### src/rtl/rsv_pkg.sv
package rsv_pkg;

    // Access size code carried on the request ports
    typedef enum logic [1:0] {
        SZ_1B = 2'd0,
        SZ_2B = 2'd1,
        SZ_4B = 2'd2,
        SZ_8B = 2'd3
    } acc_size_e;

    // Byte count for a size code
    function automatic logic [3:0] size_bytes(input acc_size_e code);
        return 4'd1 << code;
    endfunction

endpackage

### src/rtl/rsv_span.sv
module rsv_span
    import rsv_pkg::*;
#(
    parameter int ADDR_W = 32
) (
    input  logic [ADDR_W-1:0] addr_i,
    input  logic [1:0]        size_i,
    output logic [ADDR_W:0]   lo_o,
    output logic [ADDR_W:0]   hi_o
);
    // One extra bit so the span end never wraps
    localparam int SPAN_W = ADDR_W + 1;

    acc_size_e code;

    always_comb begin
        code = acc_size_e'(size_i);
        lo_o = {1'b0, addr_i};
        hi_o = lo_o + SPAN_W'(size_bytes(code)) - SPAN_W'(1);
    end
endmodule

### src/rtl/rsv_slot.sv
module rsv_slot #(
    parameter int ADDR_W = 32,
    parameter int CTX_W  = 4
) (
    input  logic              clk,
    input  logic              rst,
    input  logic              kill_i,
    input  logic              load_i,
    input  logic [CTX_W-1:0]  ld_ctx_i,
    input  logic [ADDR_W:0]   ld_lo_i,
    input  logic [ADDR_W:0]   ld_hi_i,
    input  logic [CTX_W-1:0]  q_ctx_i,
    input  logic [ADDR_W:0]   q_lo_i,
    input  logic [ADDR_W:0]   q_hi_i,
    output logic              valid_o,
    output logic              touch_o,
    output logic              covers_o
);
    logic              valid_q;
    logic [CTX_W-1:0]  ctx_q;
    logic [ADDR_W:0]   lo_q;
    logic [ADDR_W:0]   hi_q;

    always_ff @(posedge clk) begin
        if (rst) begin
            valid_q <= 1'b0;
        end else if (load_i) begin
            valid_q <= 1'b1;
        end else if (kill_i) begin
            valid_q <= 1'b0;
        end
    end

    always_ff @(posedge clk) begin
        if (load_i) begin
            ctx_q <= ld_ctx_i;
            lo_q  <= ld_lo_i;
            hi_q  <= ld_hi_i;
        end
    end

    always_comb begin
        valid_o  = valid_q;
        touch_o  = valid_q && (q_lo_i <= hi_q) && (q_hi_i >= lo_q);
        covers_o = valid_q && (q_ctx_i == ctx_q) &&
                   (q_lo_i >= lo_q) && (q_hi_i <= hi_q);
    end
endmodule

### src/rtl/rsv_pick.sv
module rsv_pick #(
    parameter int N_SLOTS = 4,
    parameter int IDX_W   = 2
) (
    input  logic               clk,
    input  logic               rst,
    input  logic               req_i,
    input  logic [N_SLOTS-1:0] free_i,
    output logic [N_SLOTS-1:0] sel_o
);
    localparam logic [IDX_W-1:0] LAST = IDX_W'(N_SLOTS - 1);

    logic [IDX_W-1:0] rr_q;
    logic             have_free;

    always_comb begin
        have_free = 1'b0;
        sel_o     = '0;
        for (int i = 0; i < N_SLOTS; i++) begin
            if (!have_free && free_i[i]) begin
                sel_o[i]  = 1'b1;
                have_free = 1'b1;
            end
        end
        if (!have_free) begin
            sel_o[rr_q] = 1'b1;
        end
    end

    always_ff @(posedge clk) begin
        if (rst) begin
            rr_q <= '0;
        end else if (req_i && !have_free) begin
            rr_q <= (rr_q == LAST) ? '0 : rr_q + IDX_W'(1);
        end
    end
endmodule

### src/rtl/rsv_monitor.sv
module rsv_monitor #(
    parameter int ADDR_W  = 32,
    parameter int CTX_W   = 4,
    parameter int N_SLOTS = 4
) (
    input  logic              clk,
    input  logic              rst,
    input  logic              ll_valid,
    input  logic [CTX_W-1:0]  ll_ctx,
    input  logic [ADDR_W-1:0] ll_addr,
    input  logic [1:0]        ll_size,
    input  logic              st_valid,
    input  logic              st_cond,
    input  logic [CTX_W-1:0]  st_ctx,
    input  logic [ADDR_W-1:0] st_addr,
    input  logic [1:0]        st_size,
    input  logic              line_inval,
    output logic              sc_done,
    output logic              sc_ok
);
    localparam int IDX_W = (N_SLOTS > 1) ? $clog2(N_SLOTS) : 1;

    logic [ADDR_W:0]    ll_lo, ll_hi, st_lo, st_hi;
    logic [N_SLOTS-1:0] valid_q, touch, covers, kill, free, pick;

    rsv_span #(.ADDR_W(ADDR_W)) u_ll_span (
        .addr_i(ll_addr), .size_i(ll_size), .lo_o(ll_lo), .hi_o(ll_hi)
    );

    rsv_span #(.ADDR_W(ADDR_W)) u_st_span (
        .addr_i(st_addr), .size_i(st_size), .lo_o(st_lo), .hi_o(st_hi)
    );

    for (genvar g = 0; g < N_SLOTS; g++) begin : g_slot
        assign kill[g] = line_inval | (st_valid & touch[g]);
        assign free[g] = ~(valid_q[g] & ~kill[g]);

        rsv_slot #(.ADDR_W(ADDR_W), .CTX_W(CTX_W)) u_slot (
            .clk      (clk),
            .rst      (rst),
            .kill_i   (kill[g]),
            .load_i   (ll_valid & pick[g]),
            .ld_ctx_i (ll_ctx),
            .ld_lo_i  (ll_lo),
            .ld_hi_i  (ll_hi),
            .q_ctx_i  (st_ctx),
            .q_lo_i   (st_lo),
            .q_hi_i   (st_hi),
            .valid_o  (valid_q[g]),
            .touch_o  (touch[g]),
            .covers_o (covers[g])
        );
    end

    rsv_pick #(.N_SLOTS(N_SLOTS), .IDX_W(IDX_W)) u_pick (
        .clk    (clk),
        .rst    (rst),
        .req_i  (ll_valid),
        .free_i (free),
        .sel_o  (pick)
    );

    always_ff @(posedge clk) begin
        if (rst) begin
            sc_done <= 1'b0;
            sc_ok   <= 1'b0;
        end else begin
            sc_done <= st_valid & st_cond;
            sc_ok   <= st_valid & st_cond & (|covers);
        end
    end
endmodule

### config.mk
export PLATFORM = sky130hd
export DESIGN_NAME = rsv_monitor
export DESIGN_NICKNAME = d
export VERILOG_FILES = /design/src/rtl/rsv_pkg.sv /design/src/rtl/rsv_span.sv /design/src/rtl/rsv_slot.sv /design/src/rtl/rsv_pick.sv /design/src/rtl/rsv_monitor.sv
export SDC_FILE = /design/constraint.sdc
export NUM_CORES = 1
export LEC_CHECK = 0
export BUFFER_PORTS_ARGS = -buffer_cell sky130_fd_sc_hd__buf_2
export CORE_MARGIN = 4
export CORE_UTILIZATION = 45
export DETAILED_ROUTE_END_ITERATION = 16
export PLACE_DENSITY = 0.71
export RECOVER_POWER = 50
export SYNTH_ARGS = -nofsm -noshare
export SYNTH_HDL_FRONTEND = slang
export SYNTH_SLANG_ARGS = --single-unit
### constraint.sdc
create_clock -name clk -period 9.5 [get_ports clk]
set_clock_uncertainty 0.15 [all_clocks]
set_input_delay 0.95 -clock clk [delete_from_list [all_inputs] [get_ports clk]]
set_output_delay 0.95 -clock clk [all_outputs]
set_load 0.1 [all_outputs]
==> qor.yml, run 1 <==
worstPathMaxFanout: 28
postRouteWirelength_um: 82500
r2r-end: "g_slot[0].u_slot.lo_q[18]$_DFFE_PP_"
core_um2: 53700
grt_pass1_vias: 19200
reg2reg_depth: 11
path_clk_slew_ns: 0.06
status: "finished, final reports clean"
die_area_um2: 58000
yosys.area.top_type: "edfxtp_1"
period_share_pct: 84.9
clock-root-buffer: "clkbuf_16"
r2r_start: "g_slot[0].u_slot.hi_q[28]$_DFFE_PP_"
slew_viol_final: 0
p_int_mw: 2.79
cts_tree: "built"
worstSetupStartpoint: "st_addr[0]"
place_area_um2: 26000
synth_cell_types: 73
dpl_worst_slack_ns: 1.30
timing.final.ws_setup_ns: 1.44
cts_hold_buffers: 0
clk_latency_ns: 0.56
firstDrtPassIters: 6
pwr-share-clk_pct: 33.0
drc_errors: 0
seq_area_um2: 8450
synth_area_leaders: "edfxtp_1, ha_1, inv_1"
gp_congestion: 1.04
fillers: 4772
start_util_pct: 45.4
cts_buffers: 35
detail_route.vias_per_cell: 6.04
cellPowerDensity_nw_per_um2: 156
ys.warnings.count: 0
die_h_um: 241
reg2reg_slack_ns: 4.18
hold_class: "flop to flop"
syn_avg_cell_area_um2: 10.1
synth_top_area_share_pct: 34.0
cts_resized: 0
drive_gt1_share_pct: 5.91
htreeDepth: 2
critPathLaunchType: "primary input"
critPathCapture: "g_slot[0].u_slot.lo_q[18]$_DFFE_PP_"
rsz0062_at_grt: "no"
final_hold_viol_count: 0
multiInputGateArea_um2: 14600
grt_max_degree: 70
synthToLayoutAreaGrowth_pct: 11.1
p_comb_share_pct: 32.5
drtAntennaViolNets: 0
dpl.hpwl_um: 66800
fin_area_um2: 27100
finalSetupTns_ns: 0
antenna_found_initial: 0
grt-ovfl-total: 0
post_drt_wl_per_cell_um: 25.1
synthCells: 2417
cts_sinks: 284
final_nets: 3240
dr_total_vias: 19900
ios: 84
slew-limit-headroom_pct: 20.8
max-vdd-ir-drop_mv: 0.121
core.rowCount: 85
p_leak_nw: 12.7
synth-edff-count: 276
portBuffers: 83
worst-path-stages: 28
clockBufferDepth: 3
path_buf_inv: 5
criticalPathCategory: "primary input to flop"
synth_most_common_cell: "ha_1"
p_sw_share_pct: 34.1
yosys-top-cells-count: "ha_1, inv_1, edfxtp_1"
synthArstFlopShare_pct: 0
syn-num-nets: 3091
worst_pin_slew_ns: 1.19
synth_seq_cells: 284
grt_usage_pct: 28.2
grt_pass1_wl_um: 121000
cp-end-kind: "flop"
min_period_ns: 8.06
yosysSeqAreaShare_pct: 34.6
synth_ff_type: "edfxtp_1"
critPathArrivalTime_ns: 8.15
maxCapViolations: 0
seq_power_share_pct: 34.6
power_switching_mw: 1.44
cp_slowest_cell: "a211oi_1"
die_w_um: 241
clock.fmax_mhz: 124
critPathMaxStageDelay_ns: 0.62
hold_slack_ns: 0.386
cts_setup_buffers: 0
cp_top_family: "compound AO/OA/AOI/OAI gates"
cp.required_ns: 9.58
drt_iter0_drc: 1783
syn_area_um2: 24400
setup_viol: 0
[how the worst min path moves through the flow]
stage                                   to                         from  cells past startpoint  slack (ns)
2_1_floorplan  u_pick.rr_q[1]$_SDFFE_PP0P_  u_pick.rr_q[1]$_SDFFE_PP0P_                      2        0.34
3_3_place_gp   u_pick.rr_q[1]$_SDFFE_PP0P_  u_pick.rr_q[1]$_SDFFE_PP0P_                      2        0.37
3_5_place_dp   u_pick.rr_q[1]$_SDFFE_PP0P_  u_pick.rr_q[1]$_SDFFE_PP0P_                      2        0.36
4_1_cts        u_pick.rr_q[1]$_SDFFE_PP0P_  u_pick.rr_q[1]$_SDFFE_PP0P_                      2        0.38
5_1_grt        u_pick.rr_q[1]$_SDFFE_PP0P_  u_pick.rr_q[1]$_SDFFE_PP0P_                      2        0.41
6_report       u_pick.rr_q[0]$_SDFFE_PP0P_  u_pick.rr_q[0]$_SDFFE_PP0P_                      2        0.39
[area by class of cell]
cell class / instances / share of cell area, %
inverter: 365 / 5.05
clock inverter: 17 / 0.830
multi-input combinational: 1763 / 53.8
timing repair buffer: 117 / 2.45
antenna: 1 / 0.00923
clock buffer: 43 / 3.50
tap: 696 / 3.21
sequential: 284 / 31.2
[kinds of logic (layout without fill, tap and decap cells)]
group                    after synthesis  after routing  share of synthesized area (%)
other                                  0              1                              0
buffers and inverters                370            542                           5.70
AND/OR/NAND/NOR                      486            486                           10.5
adder cells (fa/ha/maj)              592            592                           30.4
flip-flops                           284            284                           34.6
XOR/XNOR                              66             66                           2.37
AO/OA/AOI/OAI                        618            618                           16.3
multiplexers                           1              1                         0.0410
[worst reg2reg max path: cells and delay by family (launching register included)]
family | cells | cell delay [ns]
flip-flops | 1 | 0.36
AND/OR/NAND/NOR | 1 | 0.20
buffers and inverters | 2 | 0.47
adder cells (fa/ha/maj) | 1 | 0.24
AO/OA/AOI/OAI | 7 | 3.56
[metrics by stage]
| stage | util, % | std cells | total power, mW |
|---|---|---|---|
| finish | 50.5 | 3286 | 4.24 |
| global route | 50.5 | 3285 | 4.46 |
| CTS | 50.6 | 3285 | 4.24 |
| detailed placement | 48.4 | 3225 | 2.83 |
| global placement | 48.4 | 3225 | 2.79 |
| floorplan | - | 2417 | 2.32 |
[sequential cells by signal (all words and copies together) (netlist names)]
name,cells
u_pick.rr_q,2
sc_ok,1
g_slot.u_slot.ctx_q,16
g_slot.u_slot.hi_q,132
g_slot.u_slot.lo_q,128
g_slot.u_slot.valid_o,4
sc_done,1
[layer usage]
layer  vias up  global-route usage, %  routed length, um  part of all wire [%]
met5         -                      0                  0                     0
met4         0                   14.0               4870                   5.9
met3       201                   3.68               5770                   7.0
met2       799                   44.8              36500                    44
met1      9500                   38.2              35300                    43
li1       9355                      -                  -                     -
[cells in the final DEF, fill, tap and decap left out, drive strengths merged, types with 10 or more instances in the layout]
cell type and instances:
o21bai 12, nand3 54, nor2 91, and2 10
nor2b 35, nor4 14, and3 16, o21ai 121
nand2 75, nand2b 28, a21o 103, a21oi 205
edfxtp 276, a31oi 16, xor2 27, ha 590
buf 75, a2111oi 11, nor3 36, o21a 25
a211oi 31, nand4 92, o31ai 11, xnor2 39
clkbuf 85, inv 366, o211ai 12
[power by group through the flow]
stage	Sequential (mW)	Clock (mW)	Combinational, mW
global placement	1.49	0	1.30
finish	1.46	1.40	1.38
detailed placement	1.49	0	1.34
floorplan	1.49	0	0.836
CTS	1.46	1.42	1.35
global route	1.47	1.47	1.52
(Power assumes the default switching activity.)
==> run 2, diff against run 1 <==
--- a/config.mk
+++ b/config.mk
@@ -5,11 +5,12 @@
 export SDC_FILE = /design/constraint.sdc
 export NUM_CORES = 1
 export LEC_CHECK = 0
+export ABC_AREA = 1
 export BUFFER_PORTS_ARGS = -buffer_cell sky130_fd_sc_hd__buf_2
 export CORE_MARGIN = 4
 export CORE_UTILIZATION = 45
 export DETAILED_ROUTE_END_ITERATION = 16
-export PLACE_DENSITY = 0.71
+export PLACE_DENSITY = 0.69
 export RECOVER_POWER = 50
 export SYNTH_ARGS = -nofsm -noshare
 export SYNTH_HDL_FRONTEND = slang
==> constraint.sdc (replaced) <==
create_clock -name clk -period 7.6 [get_ports clk]
set_clock_uncertainty 0.15 [all_clocks]
set_input_delay 0.76 -clock clk [delete_from_list [all_inputs] [get_ports clk]]
set_output_delay 0.76 -clock clk [all_outputs]
set_load 0.1 [all_outputs]
==> run 2 against run 1 <==
Count of clock-buffer cells in the layout is 4 lower. Worst setup slack worse by 0.33 ns. Non-clock buffer count is 3 higher.
==> qor.yml, run 2 <==
status: "finished, final reports clean"
p_sw_share_pct: 36.8
largest_reg_flops: 132
postRouteWirelength_um: 85700
pwr-share-clk_pct: 31.1
grt_max_degree: 56
dpl.hpwl_um: 69100
synth_seq_cells: 284
period_share_pct: 85.5
synth-edff-count: 276
start_util_pct: 45.8
cts_setup_buffers: 0
gp_congestion: 1.00
multiInputGateArea_um2: 14700
grt_usage_pct: 28.2
final_hold_viol_count: 0
critPathLaunchType: "primary input"
power.total_mw: 5.36
synth_top_area_share_pct: 33.3
largest_register: "g_slot.u_slot.hi_q"
cts_buffers: 36
synthArstFlopShare_pct: 0
grt-ovfl-total: 0
layout_top_registers: "g_slot.u_slot.hi_q (132), g_slot.u_slot.lo_q (128), g_slot.u_slot.ctx_q (16)"
ys.warnings.count: 0
synth_compound_gate_area_share_pct: 12.1
min_period_ns: 6.50
antenna_found_initial: 0
hold_end: "sc_done$_SDFF_PP0_"
slew-limit-headroom_pct: 4.83
r2r-end: "g_slot[1].u_slot.lo_q[19]$_DFFE_PP_"
seq_area_um2: 8450
ios: 84
syn_avg_cell_area_um2: 8.89
synthToLayoutAreaGrowth_pct: 11.1
yosys.area.top_type: "edfxtp_1"
final_util_pct: 50.9
cp_slowest_cell: "xor2_1"
slew_viol_final: 0
drc_errors: 0
synth_most_common_cell: "ha_1"
htreeDepth: 2
clock-root-buffer: "clkbuf_16"
crit_top_cell: "nand2_1"
synth_area_leaders: "edfxtp_1, ha_1, inv_1"
cts_hold_buffers: 0
synth_ff_type: "edfxtp_1"
synth_top_family_by_area: "adder cells"
cts_sinks: 284
maxCapViolations: 0
post_drt_wl_per_cell_um: 23.0
fillers: 5103
seq_power_share_pct: 34.2
drt_iter0_drc: 1822
die_area_um2: 59200
synth_fa_ha_area_share_pct: 29.8
critPathMaxStageDelay_ns: 0.52
core_um2: 54300
clockBufferDepth: 3
die_h_um: 243
reg2reg_slack_ns: 3.24
core.rowCount: 85
drive_gt1_share_pct: 5.70
final_nets: 3632
min_path_cells: 3
path_buf_inv: 6
p_int_mw: 3.39
grt_pass1_wl_um: 126000
criticalPathCategory: "primary input to flop"
critPathArrivalTime_ns: 6.56
final_cell_mix: "ha_1, inv_1, nand2_1"
cp-end-kind: "flop"
max-vdd-ir-drop_mv: 0.154
cellPowerDensity_nw_per_um2: 194
layout_commonest_cell: "ha_1"
firstDrtPassIters: 8
reg2reg_depth: 14
path_clk_slew_ns: 0.06
r2r_start: "g_slot[2].u_slot.hi_q[30]$_DFFE_PP_"
synth-xor-area-share_pct: 2.18
synthCells: 2801
cts_resized: 0
die_w_um: 243
p_leak_nw: 13.4
cp.required_ns: 7.67
worstPathMaxFanout: 35
detail_route.vias_per_cell: 5.67
power_switching_mw: 1.97
grt_pass1_vias: 20600
p_comb_share_pct: 34.7
drtAntennaViolNets: 0
yosysSeqAreaShare_pct: 33.9
min-delay-start: "st_cond"
cts_tree: "built"
synthMuxAreaShare_pct: 0
worst_pin_slew_ns: 1.41
clock.fmax_mhz: 154
synth_cell_types: 53
setup_viol: 0
dr_total_vias: 21100
yosys-top-cells-count: "ha_1, inv_1, nand2_1"
syn_area_um2: 24900
finalSetupTns_ns: 0
cp_top_family: "simple AND/OR/NAND/NOR gates"
rsz0062_at_grt: "no"
portBuffers: 83
hold_class: "primary input to flop"
synth-simple-area-share_pct: 14.7
clk_latency_ns: 0.55
syn-num-nets: 3475
run 2: cell types whose count changed in the layout (fill, tap and decap cells not counted), sizes merged, moves of 15 or more:
cell and change:
nand2b -28, nand4 -35, xnor2 -18, inv +120
nor2b -35, nor2 +90, and3 -15, nand2 +405
a21o -91, a21oi +89
run 2: kinds of logic (layout without fill, tap and decap cells):
logic type / Yosys count / count (layout)
fa+ha+maj: 592 / 592
simple gates: 854 / 854
buf+inv: 486 / 667
other cells: 0 / 1
xor+xnor: 62 / 62
compound gates: 523 / 523
flops: 284 / 284
run 2: routing by layer:
metal,share of wire [%],vias to the layer above,track usage (%)
met4,4.5,0,10.9
met2,46,762,47.1
met1,43,10100,37.3
met5,0,-,0
li1,-,10100,-
met3,6.5,184,4.05
run 2: area by class of cell:
cell class,count,area share (%)
clock buffer,39,3.37
sequential,284,30.5
inverter,485,6.58
multi-input combinational,2031,53.0
clock inverter,23,0.687
tap,739,3.34
antenna,1,0.00904
timing repair buffer,120,2.51
run 2: per-stage QoR:
step | instance area (um^2) | instances | hold slack (ns) | setup WS [ns]
global placement | 26600 | 3659 | 0.440 | 0.855
finish | 27700 | 3722 | 0.312 | 1.10
CTS | 27700 | 3721 | 0.265 | 1.24
floorplan | 24900 | 2801 | 0.403 | 0.444
global route | 27700 | 3721 | 0.337 | 0.794
detailed placement | 26600 | 3659 | 0.452 | 0.680
run 2: worst reg2reg max path: cells and delay by family (launching register included):
kind	cells	cell delay (ns)
fa+ha+maj	1	0.30
compound gates	2	0.36
flops	1	0.34
buf+inv	3	0.42
simple gates	8	2.39
run 2: power groups by stage:
stage / Sequential [mW] / Clock (mW) / Combinational, mW
final: 1.83 / 1.67 / 1.86
after global routing: 1.84 / 1.75 / 2.07
after CTS: 1.83 / 1.69 / 1.84
after detailed placement: 1.86 / 0 / 1.83
after global placement: 1.86 / 0 / 1.78
after floorplan: 1.86 / 0 / 1.12
run 2: how the worst max path moves through the flow:
stage	startpoint	cells after the start	end	slack, ns
4_1_cts	st_addr[0]	34	g_slot[1].u_slot.lo_q[17]$_DFFE_PP_	1.24
3_5_place_dp	st_addr[0]	34	g_slot[1].u_slot.lo_q[17]$_DFFE_PP_	0.68
5_1_grt	st_addr[0]	34	g_slot[1].u_slot.hi_q[17]$_DFFE_PP_	0.79
3_3_place_gp	st_addr[0]	36	g_slot[1].u_slot.lo_q[19]$_DFFE_PP_	0.85
2_1_floorplan	st_size[1]	33	g_slot[3].u_slot.ctx_q[0]$_DFFE_PP_	0.44
6_report	st_addr[0]	34	g_slot[1].u_slot.lo_q[19]$_DFFE_PP_	1.10
==> run 3, diff against run 2 <==
--- a/config.mk
+++ b/config.mk
@@ -5,7 +5,6 @@
 export SDC_FILE = /design/constraint.sdc
 export NUM_CORES = 1
 export LEC_CHECK = 0
-export ABC_AREA = 1
 export BUFFER_PORTS_ARGS = -buffer_cell sky130_fd_sc_hd__buf_2
 export CORE_MARGIN = 4
 export CORE_UTILIZATION = 45
==> run 3 against run 2 <==
Fmax fell by 8.8%. Routed wire length is 1.9% lower. Total power is 1.7% lower. Via count fell by 5.1%. Utilization is 0.14 points lower. Register-to-register slack worse by 0.06 ns. Largest power group is now registers. Combinational power is 5% lower. Clock power is essentially flat. Non-clock buffer count up 15. Largest cell class unchanged.
==> qor.yml, run 3 (synthesis results as in run 1) <==
status: "finished, final reports clean"
period_share_pct: 93.7
final_hold_viol_count: 0
critPathArrivalTime_ns: 7.20
cts_buffers: 37
core.rowCount: 85
die_w_um: 241
clock-root-buffer: "clkbuf_16"
clk_latency_ns: 0.56
min-delay-start: "ll_ctx[3]"
drive_gt1_share_pct: 6.70
die_h_um: 241
diodes: 0
hold_class: "primary input to flop"
drt_iter0_drc: 1921
portBuffers: 83
cts_setup_buffers: 0
cp.required_ns: 7.68
worstPathMaxFanout: 38
largest_reg_flops: 132
drc_errors: 0
max-vdd-ir-drop_mv: 0.168
final_util_pct: 50.8
dpl.hpwl_um: 67400
slew-limit-headroom_pct: 17.9
setup_viol: 0
timing.final.ws_setup_ns: 0.475
grt_usage_pct: 28.6
largest_register: "g_slot.u_slot.hi_q"
maxCapViolations: 0
ios: 84
grt_pass1_wl_um: 123000
final_nets: 3260
cts_hold_buffers: 0
dr_total_vias: 20000
htreeDepth: 2
path_clk_slew_ns: 0.06
layout_commonest_cell: "ha_1"
placed_cells: 3243
synthToLayoutAreaGrowth_pct: 11.7
post_drt_wl_per_cell_um: 25.4
drtAntennaViolNets: 0
p_leak_nw: 12.8
worstSetupStartpoint: "st_size[1]"
final_cells: 3308
cts_tree: "built"
critPathLaunchType: "primary input"
die_area_um2: 58000
cellPowerDensity_nw_per_um2: 193
start_util_pct: 45.4
detail_route.vias_per_cell: 6.06
min_period_ns: 7.12
hold_slack_ns: 0.365
dpl_worst_slack_ns: 0.0917
clockBufferDepth: 3
cts_sinks: 284
finalSetupTns_ns: 0
criticalPathCategory: "primary input to flop"
final_cell_mix: "ha_1, inv_1, edfxtp_1"
firstDrtPassIters: 7
antenna_found_initial: 2
grt-ovfl-total: 0
clock.fmax_mhz: 140
gp_congestion: 0.984
grt_max_degree: 41
postRouteWirelength_um: 84000
r2r_start: "g_slot[0].u_slot.hi_q[28]$_DFFE_PP_"
cp-end-kind: "flop"
grt_pass1_vias: 19600
rsz0062_at_grt: "no"
slew_viol_final: 0
worst_pin_slew_ns: 1.22
fillers: 4788
core_um2: 53700
layout_top_registers: "g_slot.u_slot.hi_q (132), g_slot.u_slot.lo_q (128), g_slot.u_slot.ctx_q (16)"
==> run 3: changes by cell type in the layout (fill, tap and decap cells not counted), sizes merged, moves of 15 or more <==
cell / previous run / this run
nand4: 57 / 92
and3: 1 / 16
nor2: 181 / 91
a21oi: 294 / 205
a21o: 12 / 103
nand2b: 0 / 28
xnor2: 21 / 39
inv: 486 / 368
nand2: 480 / 75
nor2b: 0 / 35
==> run 3: where the power goes <==
part           switching (mW)  internal (mW)
registers              0.0141           1.82
clock network           0.707          0.974
logic                    1.12          0.640
total                    1.84           3.43
==> run 3: worst paths after layout <==
path / slack (ns) / cells after the start / end
hold / removal: 0.37 / 1 / g_slot[3].u_slot.ctx_q[3]$_DFFE_PP_
setup / recovery: 0.48 / 28 / g_slot[1].u_slot.hi_q[14]$_DFFE_PP_
setup reg to reg: 3.18 / 13 / g_slot[1].u_slot.hi_q[14]$_DFFE_PP_
hold reg to reg: 0.42 / 2 / u_pick.rr_q[0]$_SDFFE_PP0P_
==> run 3: per-layer routing <==
metal / track usage, % / routed length (um) / up-vias
met5: 0 / 13 / -
met2: 47.2 / 38700 / 773
met1: 38.0 / 35400 / 9735
met4: 11.5 / 3870 / 2
met3: 4.14 / 6060 / 181
li1: - / - / 9357
==> run 3: stage by stage <==
stage | power [mW] | instance area (um^2)
finish | 5.27 | 27300
global route | 5.53 | 27300
CTS | 5.26 | 27300
detailed placement | 3.58 | 26200
global placement | 3.54 | 26200
floorplan | 2.90 | 24400
==> run 3: repair_timing <==
| action | 4_1_cts | 5_1_grt |
|---|---|---|
| gates resized for setup | 0 | 1 |
| endpoints found under the hold margin | 0 | 0 |
| setup endpoints to repair | 0 | 43 |
==> run 3: final cells by class <==
class,instances,area [um^2],area share [%]
inverters,365,1370,5.02
well taps,696,871,3.19
flip-flops and latches,284,8450,31.0
clock buffers,47,1010,3.72
multi-input cells,1763,14600,53.5
repair buffers,135,853,3.13
clock inverters,18,119,0.436
==> run 3: critical path, stage by stage <==
cell      delay, ns
buf_2          0.12
nand2b_1       0.15
ha_1           0.27
inv_1          0.04
ha_1           0.22
fa_1           0.43
a211oi_1       0.39
o21ai_1        0.15
a21oi_2        0.33
o21ai_1        0.25
a41o_1         0.33
a21oi_2        0.19
o21ai_2        0.16
a211oi_1       0.25
o21ai_0        0.15
xnor2_1        0.35
ha_1           0.34
nand4_1        0.19
nor3_1         0.08
a221oi_1       0.29
a21oi_1        0.11
o311ai_1       0.28
nand3b_1       0.19
a21boi_1       0.34
nand3b_4       0.11
nor2_1         0.22
a32o_4         0.22
buf_12         0.23
